--- config.mk ---
export PLATFORM = sky130hd
export DESIGN_NAME = snd_mirror_cap
export DESIGN_NICKNAME = d
export VERILOG_FILES = /design/src/rtl/snd_cap_pkg.sv /design/src/rtl/snd_win_decode.sv /design/src/rtl/snd_key_flags.sv /design/src/rtl/snd_hi_store.sv /design/src/rtl/snd_mirror_cap.sv
export SDC_FILE = /design/constraint.sdc
export NUM_CORES = 2
export LEC_CHECK = 0
export BUFFER_PORTS_ARGS = -buffer_cell sky130_fd_sc_hd__buf_2
export CORE_UTILIZATION = 35
export CTS_CLUSTER_DIAMETER = 50
export DETAILED_ROUTE_END_ITERATION = 12
export PLACE_DENSITY = 0.6
export SLEW_MARGIN = 20
export SYNTH_ARGS = -nofsm -noshare
export SYNTH_HDL_FRONTEND = slang
export SYNTH_SLANG_ARGS = --single-unit
--- constraint.sdc ---
create_clock -name clk -period 6.9 [get_ports clk]
set_input_delay 1.38 -clock clk [delete_from_list [all_inputs] [get_ports clk]]
set_output_delay 1.38 -clock clk [all_outputs]
set_load 0.05 [all_outputs]
--- src/rtl/snd_cap_pkg.sv ---
package snd_cap_pkg;
  parameter int ADDR_W = 16;
  parameter int DATA_W = 8;
  parameter int IDX_W  = 5;
  parameter int MIR_W  = 5;
  parameter int LOW_W  = 2;
  localparam int NUM_REGS = 1 << IDX_W;
  localparam int TAG_W    = ADDR_W - MIR_W - IDX_W;
  localparam int HI_AW    = MIR_W + LOW_W;
  localparam int HI_DEPTH = 1 << HI_AW;

  localparam logic [TAG_W-1:0]    WIN_TAG   = 6'b110101;
  localparam logic [IDX_W-1:0]    HI_FIRST  = 5'h1D;
  localparam logic [IDX_W-1:0]    OSC_IDX   = 5'h1B;
  localparam logic [IDX_W-1:0]    ENV_IDX   = 5'h1C;
  localparam logic [NUM_REGS-1:0] CLR_MASK  = 32'h0004_0810;

  typedef struct packed {
    logic             hit;
    logic             folded;
    logic [IDX_W-1:0] reg_idx;
    logic [HI_AW-1:0] hi_idx;
  } win_dec_t;
endpackage

--- src/rtl/snd_win_decode.sv ---
module snd_win_decode
  import snd_cap_pkg::*;
(
  input  logic [ADDR_W-1:0] addr,
  output win_dec_t          dec
);
  logic [TAG_W-1:0] tag;
  logic [MIR_W-1:0] mirror;
  logic [IDX_W-1:0] low;

  always_comb begin
    tag    = addr[ADDR_W-1 -: TAG_W];
    mirror = addr[IDX_W +: MIR_W];
    low    = addr[IDX_W-1:0];
    dec.hit     = (tag == WIN_TAG);
    dec.folded  = (low < HI_FIRST);
    dec.reg_idx = low;
    dec.hi_idx  = {mirror, low[LOW_W-1:0]};
  end
endmodule

--- src/rtl/snd_key_flags.sv ---
module snd_key_flags
  import snd_cap_pkg::*;
(
  input  logic                clk,
  input  logic                rst_n,
  input  logic                wr_en,
  input  logic [IDX_W-1:0]    wr_idx,
  input  logic                wr_bit,
  input  logic                clr_pulse,
  output logic [NUM_REGS-1:0] key_on,
  output logic [NUM_REGS-1:0] key_off
);
  for (genvar g = 0; g < NUM_REGS; g++) begin : g_flag
    logic sel;
    logic clr;
    assign sel = wr_en && (wr_idx == IDX_W'(g));
    assign clr = clr_pulse && CLR_MASK[g];
    always_ff @(posedge clk) begin
      if (!rst_n) begin
        key_on[g]  <= 1'b0;
        key_off[g] <= 1'b0;
      end else if (clr) begin
        key_on[g]  <= 1'b0;
        key_off[g] <= 1'b0;
      end else if (sel) begin
        if (wr_bit) key_on[g]  <= 1'b1;
        else        key_off[g] <= 1'b1;
      end
    end
  end


  sticky_on_chk: assert property (@(posedge clk) disable iff (!rst_n)
    !clr_pulse |=> ((key_on & $past(key_on)) == $past(key_on)));

  sticky_off_chk: assert property (@(posedge clk) disable iff (!rst_n)
    !clr_pulse |=> ((key_off & $past(key_off)) == $past(key_off)));

  sess_clear_chk: assert property (@(posedge clk) disable iff (!rst_n)
    clr_pulse |=> (((key_on | key_off) & CLR_MASK) == '0));

  key_set_chk: assert property (@(posedge clk) disable iff (!rst_n)
    (wr_en && !clr_pulse) |=> (wr_bit ? key_on[$past(wr_idx)] : key_off[$past(wr_idx)]));
endmodule

--- src/rtl/snd_hi_store.sv ---
module snd_hi_store
  import snd_cap_pkg::*;
(
  input  logic              clk,
  input  logic              rst_n,
  input  logic              wr_en,
  input  logic [HI_AW-1:0]  wr_idx,
  input  logic [DATA_W-1:0] wdata,
  input  logic [HI_AW-1:0]  rd_idx,
  output logic [DATA_W-1:0] rdata
);
  logic [DATA_W-1:0] mem [HI_DEPTH];

  always_ff @(posedge clk) begin
    if (!rst_n) begin
      for (int i = 0; i < HI_DEPTH; i++) mem[i] <= '0;
    end else if (wr_en) begin
      mem[wr_idx] <= wdata;
    end
  end

  assign rdata = mem[rd_idx];
endmodule

--- src/rtl/snd_mirror_cap.sv ---
module snd_mirror_cap
  import snd_cap_pkg::*;
(
  input  logic              clk,
  input  logic              rst_n,
  input  logic              io_en,
  input  logic              sess_clr,
  input  logic              req_valid,
  output logic              req_ready,
  input  logic              req_write,
  input  logic [15:0]       req_addr,
  input  logic [7:0]        req_wdata,
  output logic              rsp_valid,
  input  logic              rsp_ready,
  output logic [7:0]        rsp_data,
  input  logic [7:0]        osc3_in,
  input  logic [7:0]        env3_in,
  output logic [31:0]       key_on,
  output logic [31:0]       key_off
);
  win_dec_t          dec;
  logic              accept;
  logic              handled;
  logic              wr_evt;
  logic              rd_evt;
  logic [DATA_W-1:0] last_val;
  logic [DATA_W-1:0] hi_rdata;
  logic [DATA_W-1:0] rd_sel;

  snd_win_decode u_dec (
    .addr (req_addr),
    .dec  (dec)
  );

  assign req_ready = !rsp_valid || rsp_ready;
  assign accept    = req_valid && req_ready;
  assign handled   = accept && io_en && dec.hit;
  assign wr_evt    = handled && req_write;
  assign rd_evt    = handled && !req_write;

  snd_key_flags u_flags (
    .clk       (clk),
    .rst_n     (rst_n),
    .wr_en     (wr_evt && dec.folded),
    .wr_idx    (dec.reg_idx),
    .wr_bit    (req_wdata[0]),
    .clr_pulse (sess_clr),
    .key_on    (key_on),
    .key_off   (key_off)
  );

  snd_hi_store u_hi (
    .clk    (clk),
    .rst_n  (rst_n),
    .wr_en  (wr_evt && !dec.folded),
    .wr_idx (dec.hi_idx),
    .wdata  (req_wdata),
    .rd_idx (dec.hi_idx),
    .rdata  (hi_rdata)
  );

  always_ff @(posedge clk) begin
    if (!rst_n)      last_val <= '0;
    else if (wr_evt) last_val <= req_wdata;
  end

  always_comb begin
    if (!dec.folded)                 rd_sel = hi_rdata;
    else if (dec.reg_idx == OSC_IDX) rd_sel = osc3_in;
    else if (dec.reg_idx == ENV_IDX) rd_sel = env3_in;
    else                             rd_sel = last_val;
  end

  always_ff @(posedge clk) begin
    if (!rst_n) begin
      rsp_valid <= 1'b0;
      rsp_data  <= '0;
    end else if (rd_evt) begin
      rsp_valid <= 1'b1;
      rsp_data  <= rd_sel;
    end else if (rsp_ready) begin
      rsp_valid <= 1'b0;
    end
  end


  rsp_hold_chk: assert property (@(posedge clk) disable iff (!rst_n)
    (rsp_valid && !rsp_ready) |=> (rsp_valid && $stable(rsp_data)));

  stall_ready_chk: assert property (@(posedge clk) disable iff (!rst_n)
    (rsp_valid && !rsp_ready) |-> !req_ready);

  io_off_quiet_chk: assert property (@(posedge clk) disable iff (!rst_n)
    (!io_en && !sess_clr) |=> ($stable(key_on) && $stable(key_off) && $stable(last_val)));

  outside_quiet_chk: assert property (@(posedge clk) disable iff (!rst_n)
    (req_valid && !dec.hit && !sess_clr && !(rsp_valid && !rsp_ready))
      |=> ($stable(key_on) && $stable(key_off) && !$rose(rsp_valid)));
endmodule

==> Word level (Yosys, flattened, before mapping) <==
Memories as Yosys holds them, arrays and structs flattened.
Index checks and enable logic that the tools add are counted.
{ "word_totals": {"register_bits": 81, "latch_bits": 0, "ram_bits": 1024, "romBits": 0, "in_bits": 47, "out_inout_bits": 74, "elab_cells": 226, "mem_count": 1} }
{ "memory_table": {"columns": ["name", "depth", "width", "read_ports", "rd_clocked_by_memory_dff", "wr", "line", "text"], "rows": [
  ["u_hi.mem", 128, 8, 1, 0, 128, "snd_hi_store.sv:12", "logic [DATA_W-1:0] mem [HI_DEPTH];"]
]} }
{ "op_classes": {"add_sub_neg": 0, "n_mul": 0, "n_div": 0, "order_cmp": 1, "n_eq_ne": 32, "shift": 0, "muxes": 12, "bitwise": 2, "reduce_logical": 111} }
{ "ops": {"columns": ["operator", "n"], "rows": [
  ["AND reduction 2 bit", 64],
  ["== test 5 bit, second input constant", 16],
  ["== test 5 x 4 -> 1 bit, second input constant", 8],
  ["logical AND 1 bit", 39],
  ["two-way mux 8 bit", 4],
  ["== test 5 x 3 -> 1 bit, second input constant", 4],
  ["== test 5 x 2 -> 1 bit, second input constant", 2],
  ["OR reduction 8 bit", 1],
  ["two-way mux 1 bit", 7],
  ["two-way mux 7 bit", 1],
  ["== test 6 bit, second input constant", 1],
  ["== test 5 x 1 -> 1 bit, second input constant", 1],
  ["logical NOT 5 bit", 1],
  ["less-than comparator 5 bit, second input constant", 1],
  ["logical NOT 1 bit", 3],
  ["NOT 1 bit", 2],
  ["nonzero test 2 bit", 1],
  ["OR reduction 2 bit", 1],
  ["logical OR 1 bit", 1]
]} }

==> Longest topological paths before layout <==
{ "depth": {"ltp_word": 12, "ltp_mapped": 13, "ltp_nobuf": 7} }

==> Modules after synthesis <==
A second synthesis with hierarchy kept.
{ "unflattened": {"cells_unflattened": 3289, "hier_area_um2": 50582.3} }
{ "by_module_without_submodules": {"columns": ["module", "instances", "cells_per_inst", "area_per_inst_um2", "seq_area_each_um2"], "rows": [
  ["snd_hi_store", 1, 2932, 47147.7, 30749.5],
  ["snd_key_flags", 1, 231, 2323.5, 1281.2],
  ["snd_mirror_cap", 1, 111, 991.0, 340.3],
  ["snd_win_decode", 1, 15, 120.1, 0.0]
]} }

==> Worst setup path after synthesis <==
Ideal clock, no wire load.
{ "synth_timing": {"path_kind": "input port to flip-flop", "start": "in req_addr[0]", "end": "mem u_hi.mem[90][0] (enable)", "setup_ps": 384, "arrival_ps": 3500, "required_time_ps": 6516, "slack_ps": 3016, "path_stages": 8, "path_buffers": 5, "cell_sequence": "buf_6 -> buf_12 -> buf_12 -> buf_6 -> or3_1 -> or3_1 -> buf_1 -> o21ai_0"} }
{ "synth_lines": {"columns": ["element", "line", "text"], "rows": [
  ["start: declaration", "snd_mirror_cap.sv:11", "input logic [15:0] req_addr,"],
  ["end: declaration", "snd_hi_store.sv:12", null]
]} }

==> results.ini <==
[global_route]
overflow = 0
antenna_found_initial = 5
grt_max_degree = 108
grtUsageTotal = 0.187
grt_pass1_vias = 28300
grt_pass1_wl_um = 194000

[route]
drt_iter0_drc = 2688
routed_wl_um = 132000
drc = 0
drt-pass1-iter-count = 6
viasPerCell = 5.09
ant_nets = 0
routedWlPerCell_um = 23.7
vias = 28400

[layout]
multi_input_area_um2 = 16100
final_util = 0.411
nFillCells = 12600
final_cell_mix = edfxtp_1, and2_1, conb_1
mostFrequentLayoutCell = edfxtp_1
seqCellArea_um2 = 32400
layout-drive-gt1-share = 0.185
fin_nets = 3657
area_growth_pct = 15.8

[synthesis]
async_reset_ff_frac = 0
synth.largest_area_cell = edfxtp_1
synth_edf_count = 1024
yosys.area.top_type_share = 0.628
synth.lib_cells_used.distinct = 68
seq_area_frac_synth = 0.661
synthCells = 3237
yosysWarningCount = 0
post_synth.cell_area_avg_um2 = 15.1
syn_area_um2 = 49000
synth_seq_cells = 1105
synth_area_leaders = edfxtp_1, and2_1, mux4_2
synth_flop_cell = edfxtp_1

[setup_path]
r2r_end = u_hi.mem[22][1]
critPathMaxFanout = 60
cpPeakStageDelay_ns = 1.02
cp_cell_sequence = buf_8 -> nor2_1 -> nor2_1 -> buf_4 -> nand2_1 -> nor2_2 -> nand3_1 -> o21ai_0
cp_slowest_cell = o21ai_0
crit_required_ns = 7.25
critPathArrivalTime_ns = 4.97
crit_top_cell = nor2_1
setup.worst_path.end_class = flop
rrSetupSlack_ns = 3.40
reg2reg_from = rsp_valid
r2r_cells = 7
crit_type = in -> reg
start_kind = input port

[floorplanning]
start_util = 0.355
pin_count = 121
chipHeight_um = 376
core_um2 = 138000
dieWidth_um = 376
rows = 136
dieArea_um2 = 141000

[timing]
fin_crit_sh = 0.669
finalHoldViolCount = 0
tns_ns = 0
clock_skew_ns = 0.0244
grt_setup_unrepaired = false
fmax_mhz = 216
fin_crit_ns = 4.62
worstMarginPinSlew_ns = 1.07
maxSlewViolCount = 0
slew_headroom = 0.270
setup_violations = 0

[clock_tree]
clock-sinks = 1105
htreeDepth = 4
cts-buffers-inserted = 132
ctsResizeCount = 0
cts_hold_buf = 0
clock-root-buffer = clkbuf_16
clkSlewWorstSetupHoldPaths_ns = 0.05
postCtsSetupBuffers = 0
clockBufferDepth = 3
insertion_delay_ns = 0.74
cts_tree = built

[power_and_ir_drop]
power_density_nw_per_um2 = 276
p_leak_nw = 20.1
switching_power_mw = 3.57
clkPwrFrac = 0.435
seq_power_share = 0.496
power.share.switching = 0.228
peakVddDrop_mv = 0.183
pwr-share-comb = 0.069
p_int_mw = 12.1

[placed_design]
portBuffers = 120
dp_hpwl_um = 83800
globalplace.congestion = 0.847

[worst_hold_path]
hold_class = reg -> reg
hold_start = u_flags.key_on[31]
whs_path_depth = 1
hold_end = u_flags.key_on[31]

[flow_run]
max_cap_violations = 0

[run_status]
status = finished, final reports clean

layer usage:
metal / wire length [um] / track usage / part of all wire / vias to the layer above
met2: 63300 / 0.302 / 0.48 / 1119
met4: 4390 / 0.0657 / 0.033 / 4
met1: 54800 / 0.252 / 0.41 / 14500
li1: - / - / - / 12600
met5: 30 / 0 / 0.00023 / -
met3: 9910 / 0.0337 / 0.075 / 233
final cells by class:
class	count	share of cell area
Sequential cell	1105	0.570
Multi-Input combinational cell	2095	0.283
Clock buffer	169	0.0634
Tap cell	1863	0.0411
Timing Repair Buffer	238	0.0278
Clock inverter	72	0.0117
Inverter	38	0.00251
Antenna cell	2	0.0000882
registers in the layout, summed over array words and instances (netlist names):
register / flops
last_val: 8
u_flags.key_off: 32
u_hi.mem: 1024
u_flags.key_on: 32
rsp_valid: 1
rsp_data: 8
cell families after synthesis:
logic type | share of synthesized area
AOI/OAI and AO/OA | 0.0419
buffers and inverters | 0.0317
DFF | 0.661
muxes | 0.131
other | 0.0000765
and+or+nand+nor | 0.134
synthesized netlist by cell type (4+ instances only):
cell type	n
mux4_2	216
and2_1	778
inv_1	36
buf_6	24
a22oi_1	25
buf_4	10
nand2_1	77
a221oi_1	8
edfxtp_1	1024
nand3_1	35
o211ai_1	22
or3_1	11
o221ai_1	6
a21oi_1	36
nor2_2	11
mux4_1	9
o21ai_0	117
o21a_1	12
nor3_1	7
o21ai_1	7
mux2_2	16
nand2b_1	4
buf_12	11
nor2_1	191
nor2b_1	13
dfxtp_1	81
nor2_4	10
clkbuf_1	161
o22ai_1	22
o2111ai_1	4
nor4_1	4
nand4_1	6
buf_2	31
buf_1	15
mux2i_1	115
a31oi_1	37
worst max-delay path by stage:
| stage | startpoint | to | slack, ns | depth (start not counted) |
|---|---|---|---|---|
| 4_1_cts | req_addr[1] | u_hi.mem[66][1] | 2.38 | 8 |
| 2_1_floorplan | req_addr[0] | u_hi.mem[90][0] | 3.02 | 8 |
| 5_1_grt | req_addr[1] | u_hi.mem[22][1] | 2.19 | 8 |
| 6_report | req_addr[1] | u_hi.mem[22][1] | 2.28 | 8 |
| 3_3_place_gp | req_addr[0] | rsp_data[1] | 1.46 | 7 |
| 3_5_place_dp | req_addr[1] | u_hi.mem[66][1] | 1.63 | 8 |
power by group through the flow:
stage	Sequential [mW]	Clock, mW	Combinational (mW)
6_report	7.77	6.82	1.07
2_1_floorplan	7.86	0	0.680
4_1_cts	7.77	6.91	1.08
3_5_place_dp	7.91	0	1.07
3_3_place_gp	7.90	0	1.07
5_1_grt	7.80	7.17	1.13
stage by stage:
stage	cell area, um2	setup WS (ns)	cells	hold WS (ns)	total power, mW
2_1_floorplan	50000	3.02	3492	0.437	8.54
6_report	56700	2.28	5582	0.451	15.7
4_1_cts	56700	2.38	5580	0.456	15.8
3_3_place_gp	52500	1.46	5339	0.438	8.97
3_5_place_dp	52500	1.63	5339	0.438	8.98
5_1_grt	56700	2.19	5580	0.465	16.1
worst max-delay path, delay by kind of cell:
kind	cells	cell delay, ns
AO/OA/AOI/OAI	1	1.02
buffers and inverters	2	0.62
AND/OR/NAND/NOR	5	1.83
No activity file was read; power rests on OpenSTA's default activity.
